<file path="src/rtl/smb_wr_pkg.sv">
package smb_wr_pkg;
    localparam int BYTE_W   = 8;
    localparam int DATA_W   = 10;
    localparam int STRAP_W  = 3;
    localparam int CNT_W    = 4;
    localparam int ACK_SLOT = BYTE_W;
    localparam int ACK_DONE = BYTE_W + 1;

    localparam logic [BYTE_W-STRAP_W-2:0] DEV_TOP    = 4'b0100;
    localparam logic [BYTE_W-2:0]         BCAST_ADDR = 7'b1111110;

    typedef enum logic [2:0] {
        PH_IDLE,
        PH_ADDR,
        PH_CMD,
        PH_LO,
        PH_HI,
        PH_DROP
    } phase_e;

    typedef struct packed {
        logic start;
        logic stop;
        logic rise;
        logic fall;
        logic scl;
        logic sda;
    } bus_ev_t;

    function automatic logic dev_match(input logic [BYTE_W-1:0] b,
                                       input logic [STRAP_W-1:0] strap);
        return b == {DEV_TOP, strap, 1'b0};
    endfunction

    function automatic logic bcast_match(input logic [BYTE_W-1:0] b);
        return b[BYTE_W-1:1] == BCAST_ADDR;
    endfunction
endpackage

</file>
<file path="src/rtl/smb_line_sync.sv">
module smb_line_sync
    import smb_wr_pkg::*;
#(
    parameter int STAGES = 2
) (
    input  logic    clk,
    input  logic    rst,
    input  logic    scl_i,
    input  logic    sda_i,
    output bus_ev_t ev
);
    logic [STAGES:0] scl_pipe;
    logic [STAGES:0] sda_pipe;

    genvar g;
    generate
        for (g = 0; g <= STAGES; g++) begin : g_stage
            always_ff @(posedge clk) begin
                if (rst) begin
                    scl_pipe[g] <= 1'b1;
                    sda_pipe[g] <= 1'b1;
                end else if (g == 0) begin
                    scl_pipe[g] <= scl_i;
                    sda_pipe[g] <= sda_i;
                end else begin
                    scl_pipe[g] <= scl_pipe[g-1];
                    sda_pipe[g] <= sda_pipe[g-1];
                end
            end
        end
    endgenerate

    logic scl_now, scl_prev, sda_now, sda_prev;
    assign scl_now  = scl_pipe[STAGES-1];
    assign scl_prev = scl_pipe[STAGES];
    assign sda_now  = sda_pipe[STAGES-1];
    assign sda_prev = sda_pipe[STAGES];

    always_comb begin
        ev.scl   = scl_now;
        ev.sda   = sda_now;
        ev.rise  = scl_now & ~scl_prev;
        ev.fall  = ~scl_now & scl_prev;
        ev.start = scl_now & scl_prev & sda_prev & ~sda_now;
        ev.stop  = scl_now & scl_prev & ~sda_prev & sda_now;
    end
endmodule

</file>
<file path="src/rtl/smb_bit_shift.sv">
module smb_bit_shift
    import smb_wr_pkg::*;
(
    input  logic              clk,
    input  logic              rst,
    input  logic              clr,
    input  logic              shift,
    input  logic              adv,
    input  logic              bit_in,
    output logic [BYTE_W-1:0] byte_o,
    output logic [CNT_W-1:0]  cnt_o
);
    always_ff @(posedge clk) begin
        if (rst) begin
            byte_o <= '0;
            cnt_o  <= '0;
        end else if (clr) begin
            cnt_o  <= '0;
        end else if (shift) begin
            byte_o <= {byte_o[BYTE_W-2:0], bit_in};
            cnt_o  <= cnt_o + 1'b1;
        end else if (adv) begin
            cnt_o  <= cnt_o + 1'b1;
        end
    end
endmodule

</file>
<file path="src/rtl/smb_wr_slave.sv">
module smb_wr_slave
    import smb_wr_pkg::*;
(
    input  logic               clk,
    input  logic               rst,
    input  logic               scl_i,
    input  logic               sda_i,
    input  logic [STRAP_W-1:0] addr_strap_i,
    output logic               sda_oe_o,
    output logic               cmd_valid_o,
    output logic [BYTE_W-1:0]  cmd_o,
    output logic               data_valid_o,
    output logic [DATA_W-1:0]  data_o,
    output logic               stop_o,
    output logic               quick_valid_o,
    output logic               quick_bit_o
);
    bus_ev_t            ev;
    phase_e             phase;
    logic               is_bcast;
    logic [BYTE_W-1:0]  lo_q;
    logic [BYTE_W-1:0]  rx_byte;
    logic [CNT_W-1:0]   cnt;
    logic               scl_q;
    logic               rx_active, at_slot, at_done;
    logic               sh_clr, sh_shift, sh_adv;

    smb_line_sync #(.STAGES(2)) u_sync (
        .clk(clk), .rst(rst), .scl_i(scl_i), .sda_i(sda_i), .ev(ev)
    );

    assign scl_q     = ev.scl;
    assign rx_active = (phase == PH_ADDR) || (phase == PH_CMD) ||
                       (phase == PH_LO)   || (phase == PH_HI);
    assign at_slot   = (cnt == CNT_W'(ACK_SLOT));
    assign at_done   = (cnt == CNT_W'(ACK_DONE));

    always_comb begin
        sh_clr   = ev.start | ev.stop | (ev.fall & at_done);
        sh_shift = ev.rise & rx_active & (cnt < CNT_W'(ACK_SLOT));
        sh_adv   = ev.rise & rx_active & at_slot & sda_oe_o;
    end

    smb_bit_shift u_shift (
        .clk(clk), .rst(rst), .clr(sh_clr), .shift(sh_shift), .adv(sh_adv),
        .bit_in(ev.sda), .byte_o(rx_byte), .cnt_o(cnt)
    );

    always_ff @(posedge clk) begin
        if (rst) begin
            phase         <= PH_IDLE;
            is_bcast      <= 1'b0;
            lo_q          <= '0;
            sda_oe_o      <= 1'b0;
            cmd_valid_o   <= 1'b0;
            cmd_o         <= '0;
            data_valid_o  <= 1'b0;
            data_o        <= '0;
            stop_o        <= 1'b0;
            quick_valid_o <= 1'b0;
            quick_bit_o   <= 1'b0;
        end else begin
            cmd_valid_o   <= 1'b0;
            data_valid_o  <= 1'b0;
            stop_o        <= 1'b0;
            quick_valid_o <= 1'b0;
            if (ev.start) begin
                phase    <= PH_ADDR;
                sda_oe_o <= 1'b0;
            end else if (ev.stop) begin
                phase    <= PH_IDLE;
                sda_oe_o <= 1'b0;
                stop_o   <= 1'b1;
            end else if (sh_adv) begin
                unique case (phase)
                    PH_ADDR: if (is_bcast) begin
                        quick_valid_o <= 1'b1;
                        quick_bit_o   <= rx_byte[0];
                    end
                    PH_CMD: begin
                        cmd_valid_o <= 1'b1;
                        cmd_o       <= rx_byte;
                    end
                    PH_HI: begin
                        data_valid_o <= 1'b1;
                        data_o       <= {rx_byte[DATA_W-BYTE_W-1:0], lo_q};
                    end
                    default: ;
                endcase
            end else if (ev.fall && rx_active && at_slot && !sda_oe_o) begin
                unique case (phase)
                    PH_ADDR: begin
                        if (bcast_match(rx_byte)) begin
                            sda_oe_o <= 1'b1;
                            is_bcast <= 1'b1;
                        end else if (dev_match(rx_byte, addr_strap_i)) begin
                            sda_oe_o <= 1'b1;
                            is_bcast <= 1'b0;
                        end else begin
                            phase    <= PH_DROP;
                        end
                    end
                    PH_LO: begin
                        sda_oe_o <= 1'b1;
                        lo_q     <= rx_byte;
                    end
                    default: sda_oe_o <= 1'b1;
                endcase
            end else if (ev.fall && at_done) begin
                sda_oe_o <= 1'b0;
                unique case (phase)
                    PH_ADDR: phase <= is_bcast ? PH_DROP : PH_CMD;
                    PH_CMD:  phase <= PH_LO;
                    PH_LO:   phase <= PH_HI;
                    default: phase <= PH_DROP;
                endcase
            end
        end
    end
endmodule

</file>
<file path="config.mk">
export PLATFORM = sky130hd
export DESIGN_NAME = smb_wr_slave
export DESIGN_NICKNAME = d
export VERILOG_FILES = /design/src/rtl/smb_wr_pkg.sv /design/src/rtl/smb_line_sync.sv /design/src/rtl/smb_bit_shift.sv /design/src/rtl/smb_wr_slave.sv
export SDC_FILE = /design/constraint.sdc
export NUM_CORES = 1
export LEC_CHECK = 0
export BUFFER_PORTS_ARGS = -buffer_cell sky130_fd_sc_hd__buf_2
export CORE_UTILIZATION = 51
export DETAILED_ROUTE_END_ITERATION = 10
export PLACE_DENSITY = 0.75
export SYNTH_ARGS = -nofsm -noshare
export SYNTH_HDL_FRONTEND = slang
export SYNTH_HIERARCHICAL = 1
export SYNTH_SLANG_ARGS = --single-unit
</file>
<file path="constraint.sdc">
create_clock -name clk -period 1.7 [get_ports clk]
set_input_delay 0.17 -clock clk [delete_from_list [all_inputs] [get_ports clk]]
set_output_delay 0.17 -clock clk [all_outputs]
set_load 0.005 [all_outputs]
</file>
Yosys cells after proc, flatten, opt, wreduce, memory -nomap -nowiden:

Index checks and enable logic that the tools add are counted.

* input port bits: 7
* output and inout bits: 24
* bits in registers: 54

* multiplexer cells: 23
* eq/ne operators: 16
* reduce and logical (&&, ||, !) cells: 26
* bitwise operators: 23
* $add $sub $neg: 1
* order comparisons: 1

Operators with widths (number)
* $reduce_and A5 Y1: 4
* $mux W3: 6
* $mux W1: 14
* $and A1 B1 Y1: 12
* $ne A4 B4 Y1 const B: 3
* $not A1 Y1: 9
* $pmux W3 S3: 1
* $eq A4 B4 Y1 const B: 2
* $eq A8 B7 Y1: 1
* $mux W4: 2
* $reduce_and A4 Y1: 2
* $eq A7 B7 Y1 const B: 1
* $eq A3 B2 Y1 const B: 2
* $ne A2 B2 Y1 const B: 3
* $reduce_and A6 Y1: 1
* $reduce_bool A2 Y1: 3
* $reduce_or A5 Y1: 1
* $add A4 B1 Y4 const B: 1
* $logic_and A1 B1 Y1: 4
* $lt A4 B4 Y1 const B: 1
* $ne A4 B2 Y1 const B: 1
* $reduce_bool A4 Y1: 1
* $reduce_or A2 Y1: 2
* $reduce_or A4 Y1: 1
* 9 further kinds: 12

Depth between registers and ports, before layout:

Gate-level depths: netlist of the first run.

* depth after elaboration: 11
* gate-level depth with buffers: 8

Cells and area by module:

The synthesis of the first run kept the hierarchy.

By module, submodules not included
* smb_wr_slave: area each 1594.0 um2, times used 1, cells an instance 169
* smb_bit_shift: area each 498.0 um2, times used 1, cells an instance 53
* smb_line_sync: area each 205.2 um2, times used 1, cells an instance 18

Least setup slack after synthesis of the first run:

No wires, ideal clock.

* kind: register to register
* start: register phase[1]
* end: register u_shift.byte_o[2]
* data arrival time: 1.708 ns
* data required time: 1.634 ns
* path buffers: 2
* stages on the path, launching flop included: 9
* setup slack: -0.074 ns
* clock period less this slack: 1.774 ns
* cells stage by stage: dfxtp_1 -> clkbuf_1 -> nor2_1 -> xnor2_1 -> nor3b_1 -> nor2b_1 -> buf_4 -> nand2_1 -> a21oi_2

* longest elaborated chain between the ends: 7

Ends and longest elaborated chain
* start, declared: RTL line smb_wr_slave.sv:19 `phase_e phase;`
* start signal, assigned: RTL line smb_wr_slave.sv:112 `PH_ADDR: phase <= is_bcast ? PH_DROP : PH_CMD;`
* $eq A3 B1 Y1 or $eq A3 B2 Y1 (tied branches): RTL line smb_wr_slave.sv:33 `assign rx_active = (phase == PH_ADDR) || (phase == PH_CMD) ||`
* $logic_or A1 B1 Y1 (2 in a row): RTL line smb_wr_slave.sv:33
* $logic_or A1 B1 Y1 (*): RTL line smb_wr_slave.sv:34 `(phase == PH_LO) || (phase == PH_HI);`
* $and A1 B1 Y1 (*) (2 in a row): RTL line smb_wr_slave.sv:40 `sh_shift = ev.rise & rx_active & (cnt < CNT_W'(ACK_SLOT));`
* named net sh_shift: RTL line smb_wr_slave.sv:26 `logic sh_clr, sh_shift, sh_adv;`
* $reduce_and A2 Y1 (no line) (*)
* end signal, assigned: RTL line smb_bit_shift.sv:20 `byte_o <= {byte_o[BYTE_W-2:0], bit_in};`
* end, declared: RTL line smb_bit_shift.sv:10 `output logic [BYTE_W-1:0] byte_o,`

Mark *: on every way through the listed nets, which the timed path passes. The rest lies on a longest branch.
A chain may end at the register's enable or synchronous reset.

==> results of run 1 <==
## through the flow
stage,setup slack (ns),cell area [µm²]
floorplan,0.03527,2295
global placement,0.08987,2559
detailed placement,0.06561,2559
CTS,0.02322,2646
global route,-0.02269,2698
finish,0.06022,2698
## cell type report
class | instances | share of cell area (%)
tap | 52 | 2.412
inverter | 3 | 0.4174
clock inverter | 3 | 0.6957
timing repair buffer | 45 | 10.20
multi-input combinational | 171 | 43.37
clock buffer | 5 | 2.551
sequential | 54 | 40.35
## registers in the layout (all words and copies together), names as in the netlist, 3 cells and up
| signal | cells |
|---|---|
| lo_q | 8 |
| u_shift/cnt_o | 4 |
| data_o | 10 |
| u_shift/byte_o | 8 |
| phase | 3 |
| cmd_o | 8 |
## worst min-delay path by stage
| stage | end | slack (ns) | depth (start not counted) |
|---|---|---|---|
| 2_1_floorplan | u_shift/cnt_o[0] | 0.25 | 1 |
| 3_3_place_gp | u_sync/sda_pipe[0] | 0.35 | 2 |
| 3_5_place_dp | u_sync/sda_pipe[0] | 0.35 | 2 |
| 4_1_cts | u_sync/sda_pipe[0] | 0.02 | 2 |
| 5_1_grt | u_sync/sda_pipe[0] | 0.03 | 2 |
| 6_report | u_sync/sda_pipe[0] | 0.03 | 2 |
## where the power goes
group | switching, mW | internal (mW)
Clock | 0.419 | 0.291
Combinational | 0.0550 | 0.0336
Sequential | 0.00419 | 1.27
Total | 0.478 | 1.59
## layer usage
| layer | GRT usage (%) | up-vias | part of all wire (%) |
|---|---|---|---|
| met5 | 0 | - | 0 |
| met4 | 7.256 | 0 | 1.7 |
| met3 | 4.825 | 9 | 4.5 |
| met2 | 30.31 | 39 | 46 |
| met1 | 26.51 | 816 | 48 |
| li1 | - | 898 | - |
## cells in the final DEF, fill, tap and decap left out, types with 5 or more instances in the layout
cell type                   n
sky130_fd_sc_hd__buf_2     30
sky130_fd_sc_hd__nand2_2    9
sky130_fd_sc_hd__or2_1      6
sky130_fd_sc_hd__nor2_1    25
sky130_fd_sc_hd__nor3_1     8
sky130_fd_sc_hd__xor2_1     6
sky130_fd_sc_hd__dfxtp_1   50
sky130_fd_sc_hd__buf_4     14
sky130_fd_sc_hd__nand2_1   31
sky130_fd_sc_hd__nor2b_1    5
sky130_fd_sc_hd__mux2i_1   18
sky130_fd_sc_hd__a21oi_2   18
sky130_fd_sc_hd__clkbuf_8   5
==> summary.txt, run 1 <==
Worst setup path
  • R2R Path End: is_bcast
  • Slowest cell on the critical path: sky130_fd_sc_hd__or3_4
  • Cell family with the largest share of critical-path delay: simple AND/OR/NAND/NOR gates
  • Category of the critical setup timing path: flop to flop
  • Endpoint of the most critical setup path: is_bcast
  • Register-to-register path setup slack: 0.06 ns
  • Crit Reg-Reg Startpoint: u_sync/scl_prev
  • Instance count on the critical path: 5
  • Length in cells of the worst reg-to-reg path: 5
  • Critical path launch point: u_sync/scl_prev
  • Bufs and invs on worst path: 0
  • CP max FO: 5
  • Critical Path Sink Type: flop
  • Biggest cell delay along the critical path: 0.39 ns
  • CP Cell Sequence: nor2b_1 > nand4bb_1 > or3_4 > or3_1 > a21oi_1
  • Crit path launch type: flop
  • Arrival time worst endpoint: 1.89 ns
  • Worst Path Required: 1.95 ns

Synth
  • Syn Inst Count: 239
  • Net count of the mapped netlist: 247
  • Avg Synthesized Cell Area: 9.580 µm²
  • Summed instance area of the synthesized netlist: 2290 µm²
  • Warning count from the yosys run: 6

Hold path
  • HP Start: sda_i
  • Tightest Hold Check Type: primary input to flop

Final layout
  • Non-filler instance count after layout: 333
  • Total of fill cells in the finished design: 367
  • Antenna Cells: 0
  • Final #Nets: 288
  • Sequential cell area: 1089 µm²
  • Final cell utilization of the core: 62.38%
  • Synth-to-layout area growth: 17.81%
  • Fraction of final layout cells with drive strength greater than 1: 35.23%
  • Combined area of the multi-input logic cells: 1170 µm²

Timing
  • Worst Max-Slew Pin Slew: 0.3716 ns
  • Slew headroom: 75.04%
  • Final critical delay including setup and external delays: 1.640 ns
  • Hold violation count in the final report: 0
  • RSZ-0062 raised after global routing: yes
  • Worst-case clock skew: 0.004855 ns
  • Setup Viol. Count Final: 0
  • Peak Freq: 0.6098 GHz
  • Final Cycle Share: 96.46%
  • Sum of negative setup slack: 0 ns
  • Number of pins with negative max-slew slack in the final report: 0
  • Post-Route Hold Slack: 0.03086 ns

Clocking
  • Reg clk slew, reported paths: 0.10 ns
  • PostCTS Resize Cnt: 0
  • Maximum buffer depth of the clock tree: 2
  • # hold bufs at CTS: 0
  • Cell at the root of the clock tree: sky130_fd_sc_hd__clkbuf_8
  • Number of buffers created by CTS: 5
  • TritonCTS clock tree: yes
  • Number of levels in the clock H-tree: 2
  • Number of sinks handled by clock tree synthesis: 54
  • Post-CTS Setup Bufs: 0
  • Clock network latency to the later pin of the worst-skew pair: 0.31 ns

Placed design
  • Global placer's final weighted congestion: 0.8591
  • Post-placement cell count: 325
  • DP Wirelength: 2.910 mm
  • Number of buffer cells added on primary ports: 30

Floorplan
  • Die Outline Area: 4762 µm²
  • Number of rows created at floorplan: 24
  • Top Ports: 31
  • Chip Height: 69.01 µm
  • Initial Utilization: 52.95%
  • Die width: 69.01 µm
  • Floorplan Core Area: 4324 µm²

Pwr
  • Worst vdd rail ir drop: 0.0006306 V
  • Sum of internal, switching and leakage power: 2.072 mW
  • Leakage power total: 1.174 nW
  • Areal power density over the cells: 768.1 nW/µm²

Status
  • Run status: completed

Detailed routing
  • Residual DRC count: 0
  • Vias per inst: 5.291
  • Starting DRT DRC Count: 119
  • Detail-routed net length per standard cell: 12.87 µm
  • Drt total wl: 4.287 mm
  • Total via count in the routed design: 1762
  • Number of routed nets with antenna violations: 0
  • Total iterations of the first detailed-routing run: 4

Global routing
  • Via count of the first global-routing pass: 1661
  • Antenna violations before repair: 0
  • Global-route wire length before repair: 7.583 mm
  • Grt ovf: 0
  • Overall global routing resource usage: 19.61%
  • Maximum number of pins on one net before global-route repair: 44

Job
  • Max-cap viol count: 0
Note: power is estimated with default switching activity, not from simulation.
==> inputs of run 2 (changes only) <==
CORE_ASPECT_RATIO = 0.75   (was not set)
==> run 2 against run 1 <==
Against the previous run: flip-flop and latch count stayed put; critical path type unchanged; combinational power is 2.6% lower; sequential share of layout area is 0.96 points lower; wire length is 1.2% higher; register-to-register slack better by 0.06 ns; clock skew is 0.0028 ns higher; total power is 15% higher; global-route usage is 1.3 points higher; critical path depth stayed put; count of clock-buffer cells in the layout stayed put; maximum frequency is 3.6% higher; highest routed layer unchanged; clock power is 42% higher; largest power group unchanged.
==> summary.txt, run 2 (synthesis gave the netlist of run 1 again) <==
Worst setup path
  • Instance count on the critical path: 5
  • Category of the critical setup timing path: flop to flop
  • Bufs and invs on worst path: 0
  • CP Cell Sequence: nor2b_2 > nand4bb_1 > or3_4 > or3_1 > a21oi_1
  • Slowest cell on the critical path: sky130_fd_sc_hd__or3_4
  • Length in cells of the worst reg-to-reg path: 5
  • Biggest cell delay along the critical path: 0.38 ns
  • Crit path launch type: flop
  • Worst Path Required: 1.94 ns
  • Cell family with the largest share of critical-path delay: simple AND/OR/NAND/NOR gates
  • Critical Path Sink Type: flop
  • Arrival time worst endpoint: 1.83 ns
  • CP max FO: 5

Pwr
  • Clock share of power: 42.6%
  • Gate power share: 3.6%
  • Internal power of the cells: 1.893 mW
  • Sw frac: 20.27%
  • Relative contribution of sequential cells to total power: 53.7%
  • Switching power total: 0.4812 mW
  • Leakage power total: 1.207 nW
  • Worst vdd rail ir drop: 0.0005956 V
  • Sum of internal, switching and leakage power: 2.374 mW
  • Areal power density over the cells: 864.1 nW/µm²

Clocking
  • Number of buffers created by CTS: 5
  • Reg clk slew, reported paths: 0.09 ns
  • Cell at the root of the clock tree: sky130_fd_sc_hd__clkbuf_8
  • Maximum buffer depth of the clock tree: 2
  • Number of sinks handled by clock tree synthesis: 54
  • Clock network latency to the later pin of the worst-skew pair: 0.31 ns
  • TritonCTS clock tree: yes
  • Number of levels in the clock H-tree: 2

Floorplan
  • Floorplan Core Area: 4179 µm²
  • Die Outline Area: 4765 µm²
  • Initial Utilization: 54.79%
  • Die width: 79.37 µm
  • Number of rows created at floorplan: 20
  • Top Ports: 31
  • Chip Height: 60.03 µm

Detailed routing
  • Drt total wl: 4.338 mm
  • Vias per inst: 5.185
  • Starting DRT DRC Count: 87
  • Total via count in the routed design: 1763
  • Number of routed nets with antenna violations: 0
  • Residual DRC count: 0
  • Detail-routed net length per standard cell: 12.76 µm
  • Total iterations of the first detailed-routing run: 4

Final layout
  • Final cell utilization of the core: 65.75%
  • Total of fill cells in the finished design: 356
  • Flip-flop count of the largest register after layout: 10
  • Final #Nets: 292
  • Fraction of final layout cells with drive strength greater than 1: 35.09%
  • Most flop-heavy register: data_o
  • Antenna Cells: 0
  • Leading cell type in the layout, fill and taps excluded: sky130_fd_sc_hd__dfxtp_1
  • Synth-to-layout area growth: 20.00%
  • Most frequent cells in the layout: sky130_fd_sc_hd__dfxtp_1 (53), sky130_fd_sc_hd__nand2_1 (31), sky130_fd_sc_hd__buf_2 (30)

Placed design
  • Global placer's final weighted congestion: 0.8515
  • Number of buffer cells added on primary ports: 30
  • DP Wirelength: 3.156 mm

Timing
  • Final critical delay including setup and external delays: 1.583 ns
  • Worst-case clock skew: 0.007650 ns
  • Worst Max-Slew Pin Slew: 0.3505 ns
  • Hold violation count in the final report: 0
  • Setup Viol. Count Final: 0
  • Peak Freq: 0.6316 GHz
  • Slew headroom: 76.45%
  • Final Cycle Share: 93.14%
  • Number of pins with negative max-slew slack in the final report: 0

Status
  • Run status: completed

Global routing
  • Overall global routing resource usage: 20.87%
  • Grt ovf: 0
  • Antenna violations before repair: 0
  • Global-route wire length before repair: 7.424 mm
  • Via count of the first global-routing pass: 1562
  • Maximum number of pins on one net before global-route repair: 25

Hold path
  • Hold Path Stages: 2
  • Tightest Hold Check Type: primary input to flop

Job
  • Max-cap viol count: 0
## run 2: changes by cell type in the layout (fill, tap and decap cells not counted), sizes merged
cell / previous run / this run
buf: 45 / 49
bufinv: 0 / 2
clkinv: 2 / 1
inv: 4 / 3
## run 2: power groups by stage
stage | sequential (mW) | clock [mW] | combinational, mW
3_3_place_gp | 1.30 | 0 | 0.0830
2_1_floorplan | 1.30 | 0 | 0.0512
4_1_cts | 1.28 | 1.04 | 0.0836
6_report | 1.28 | 1.01 | 0.0863
5_1_grt | 1.28 | 1.09 | 0.0965
3_5_place_dp | 1.30 | 0 | 0.0832
## run 2: metrics by stage
stage               setup slack, ns  TNS (ns)  instance area [µm²]  hold WS (ns)  std cells
floorplan                   0.03527         0                 2295        0.2468        239
global placement             0.1373         0                 2572        0.3511        331
detailed placement          0.09647         0                 2572        0.3557        331
CTS                         0.06879         0                 2710       0.02723        339
global route               -0.04276   -0.1545                 2748       0.03133        340
finish                       0.1166         0                 2748       0.03609        340
## run 2: cell type report
class | count | area [µm²] | area share [%]
timing repair buffer | 49 | 292.8 | 10.66
multi-input combinational | 171 | 1155 | 42.03
inverter | 3 | 11.26 | 0.4098
tap | 55 | 68.82 | 2.505
clock inverter | 3 | 68.82 | 2.505
sequential | 54 | 1082 | 39.39
clock buffer | 5 | 68.82 | 2.505
## run 2: final timing paths
kind                                          from            endpoint  slack, ns
worst max-delay path               u_sync/scl_prev            is_bcast       0.12
worst min-delay path                         sda_i  u_sync/sda_pipe[0]       0.04
worst max register to register     u_sync/scl_prev            is_bcast       0.12
worst min register to register  u_sync/scl_pipe[0]      u_sync/scl_now       0.42
## run 2: metal layers
layer	wire length (µm)	track usage [%]
met4	59	9.351
met2	1847	30.17
met3	212	5.191
met1	2217	29.38
met5	0	0
## run 2: repair_timing
item | in CTS | in global routing
buffers inserted | 0 | 1
endpoints found under the setup margin | 0 | 25
hold buffers | 0 | 0
gates resized for setup | 0 | 8
==> inputs of run 3 (changes only) <==
CORE_UTILIZATION = 30   (was 51)
PLACE_DENSITY = 0.49   (was 0.75)
==> run 3 against run 2 <==
Against the previous run: sequential share of layout area fell by 0.69 points; largest power group unchanged; combinational power rose by 5.6%; critical endpoint is now data_o[9]; worst setup slack got worse by 0.0070 ns.
==> summary.txt, run 3 (synthesis gave the netlist of run 1 again) <==
Pwr
  • Gate power share: 4.1%
  • Internal power of the cells: 1.745 mW
  • Sw frac: 21.42%
  • Worst vdd rail ir drop: 0.0003793 V
  • Leakage power total: 1.191 nW
  • Switching power total: 0.4758 mW
  • Clock share of power: 38.5%
  • Areal power density over the cells: 793.2 nW/µm²
  • Relative contribution of sequential cells to total power: 57.4%

Global routing
  • Global-route wire length before repair: 8.017 mm
  • Maximum number of pins on one net before global-route repair: 25
  • Via count of the first global-routing pass: 1579
  • Grt ovf: 0
  • Overall global routing resource usage: 12.98%
  • Antenna violations before repair: 0

Placed design
  • DP Wirelength: 3.367 mm
  • Number of buffer cells added on primary ports: 30
  • Global placer's final weighted congestion: 0.8033

Timing
  • Worst-case clock skew: 0.005676 ns
  • Hold violation count in the final report: 0
  • Number of pins with negative max-slew slack in the final report: 0
  • Setup Viol. Count Final: 0
  • Slew headroom: 75.93%
  • Worst Max-Slew Pin Slew: 0.3583 ns
  • Final critical delay including setup and external delays: 1.590 ns
  • Peak Freq: 0.6288 GHz
  • Final Cycle Share: 93.55%
  • Post-Route Hold Slack: 0.04417 ns

Final layout
  • Combined area of the multi-input logic cells: 1176 µm²
  • Flip-flop count of the largest register after layout: 10
  • Final #Nets: 293
  • Fraction of final layout cells with drive strength greater than 1: 35.31%
  • Leading cell type in the layout, fill and taps excluded: sky130_fd_sc_hd__dfxtp_1
  • Most frequent cells in the layout: sky130_fd_sc_hd__dfxtp_1 (52), sky130_fd_sc_hd__nand2_1 (31), sky130_fd_sc_hd__buf_2 (30)
  • Final cell utilization of the core: 38.02%
  • Most flop-heavy register: data_o
  • Sequential cell area: 1084 µm²
  • Total of fill cells in the finished design: 813
  • Synth-to-layout area growth: 22.30%
  • Antenna Cells: 0

Worst setup path
  • Arrival time worst endpoint: 1.83 ns
  • Slowest cell on the critical path: sky130_fd_sc_hd__dfxtp_1
  • Bufs and invs on worst path: 1
  • CP max FO: 6
  • Crit path launch type: flop
  • Worst Path Required: 1.94 ns
  • Cell family with the largest share of critical-path delay: simple AND/OR/NAND/NOR gates
  • Critical Path Sink Type: flop
  • Biggest cell delay along the critical path: 0.39 ns
  • CP Cell Sequence: nor3b_4 > and4b_1 > buf_4 > and4_2 > nand2_2 > a21oi_2
  • Category of the critical setup timing path: flop to flop

Detailed routing
  • Amount of wire on met2 after detailed routing: 2.143 mm
  • Total via count in the routed design: 1760
  • Vias per inst: 4.548
  • Detailed-routing wirelength on met1: 2.606 mm
  • Detail-routed net length per standard cell: 12.76 µm
  • Total iterations of the first detailed-routing run: 4
  • Top routing layer in use: met4
  • Residual DRC count: 0
  • Drt total wl: 4.937 mm
  • Starting DRT DRC Count: 53
  • Number of routed nets with antenna violations: 0
  • DR WL met3: 144 µm

Floorplan
  • Chip Height: 77.66 µm
  • Initial Utilization: 31.09%
  • Die Outline Area: 7990 µm²
  • Top Ports: 31
  • Die width: 102.9 µm
  • Number of rows created at floorplan: 27
  • Floorplan Core Area: 7365 µm²

Job
  • Max-cap viol count: 0

Clocking
  • Number of buffers created by CTS: 5
  • Number of levels in the clock H-tree: 2
  • Clock network latency to the later pin of the worst-skew pair: 0.30 ns
  • # hold bufs at CTS: 0
  • Maximum buffer depth of the clock tree: 2
  • Cell at the root of the clock tree: sky130_fd_sc_hd__clkbuf_8
  • Number of sinks handled by clock tree synthesis: 54
  • TritonCTS clock tree: yes
  • Reg clk slew, reported paths: 0.10 ns

Hold path
  • Tightest Hold Check Type: primary input to flop

Status
  • Run status: completed
run 3: final timing paths:
kind | startpoint | end | slack (ns) | cells past startpoint
hold / removal | sda_i | u_sync/sda_pipe[0] | 0.04 | 2
setup reg to reg | u_shift/cnt_o[1] | data_o[9] | 0.11 | 6
hold reg to reg | u_sync/scl_pipe[0] | u_sync/scl_now | 0.41 | 1
setup / recovery | u_shift/cnt_o[1] | data_o[9] | 0.11 | 6
run 3: timing repair:
action	CTS	global route
endpoints found under the setup margin	0	34
resized for setup	0	11
setup buffers	0	0
run 3: power by group through the flow:
stage,clock network [mW],registers (mW),logic [mW]
6_report,0.854,1.28,0.0911
5_1_grt,0.932,1.28,0.102
4_1_cts,0.888,1.28,0.0869
3_5_place_dp,0,1.30,0.0863
3_3_place_gp,0,1.30,0.0869
2_1_floorplan,0,1.30,0.0512
run 3: cell type report:
| cell class | count | area share, % |
|---|---|---|
| clock buffer | 6 | 2.592 |
| clock inverter | 2 | 1.340 |
| inverter | 3 | 0.4021 |
| multi-input combinational | 172 | 42.00 |
| sequential | 54 | 38.70 |
| tap | 101 | 4.513 |
| timing repair buffer | 49 | 10.46 |
run 3: layer usage:
layer	up-vias	global-route usage [%]
li1	909	-
met1	824	19.20
met2	25	18.67
met3	2	3.333
met4	0	2.958
met5	-	0
run 3: worst register-to-register path: cells and delay by family (launching register included):
kind	cells	cell delay [ns]
simple gates	4	0.85
flops	1	0.39
buf+inv	1	0.18
compound gates	1	0.13
run 3: through the flow:
stage	instances	area [µm²]	setup WS [ns]	TNS [ns]	power [mW]
floorplan	239	2295	0.03527	0	1.356
global placement	378	2638	0.07019	0	1.392
detailed placement	378	2638	0.03443	0	1.391
CTS	386	2748	0.02107	0	2.250
global route	387	2800	-0.02466	-0.07439	2.311
finish	387	2800	0.1096	0	2.221
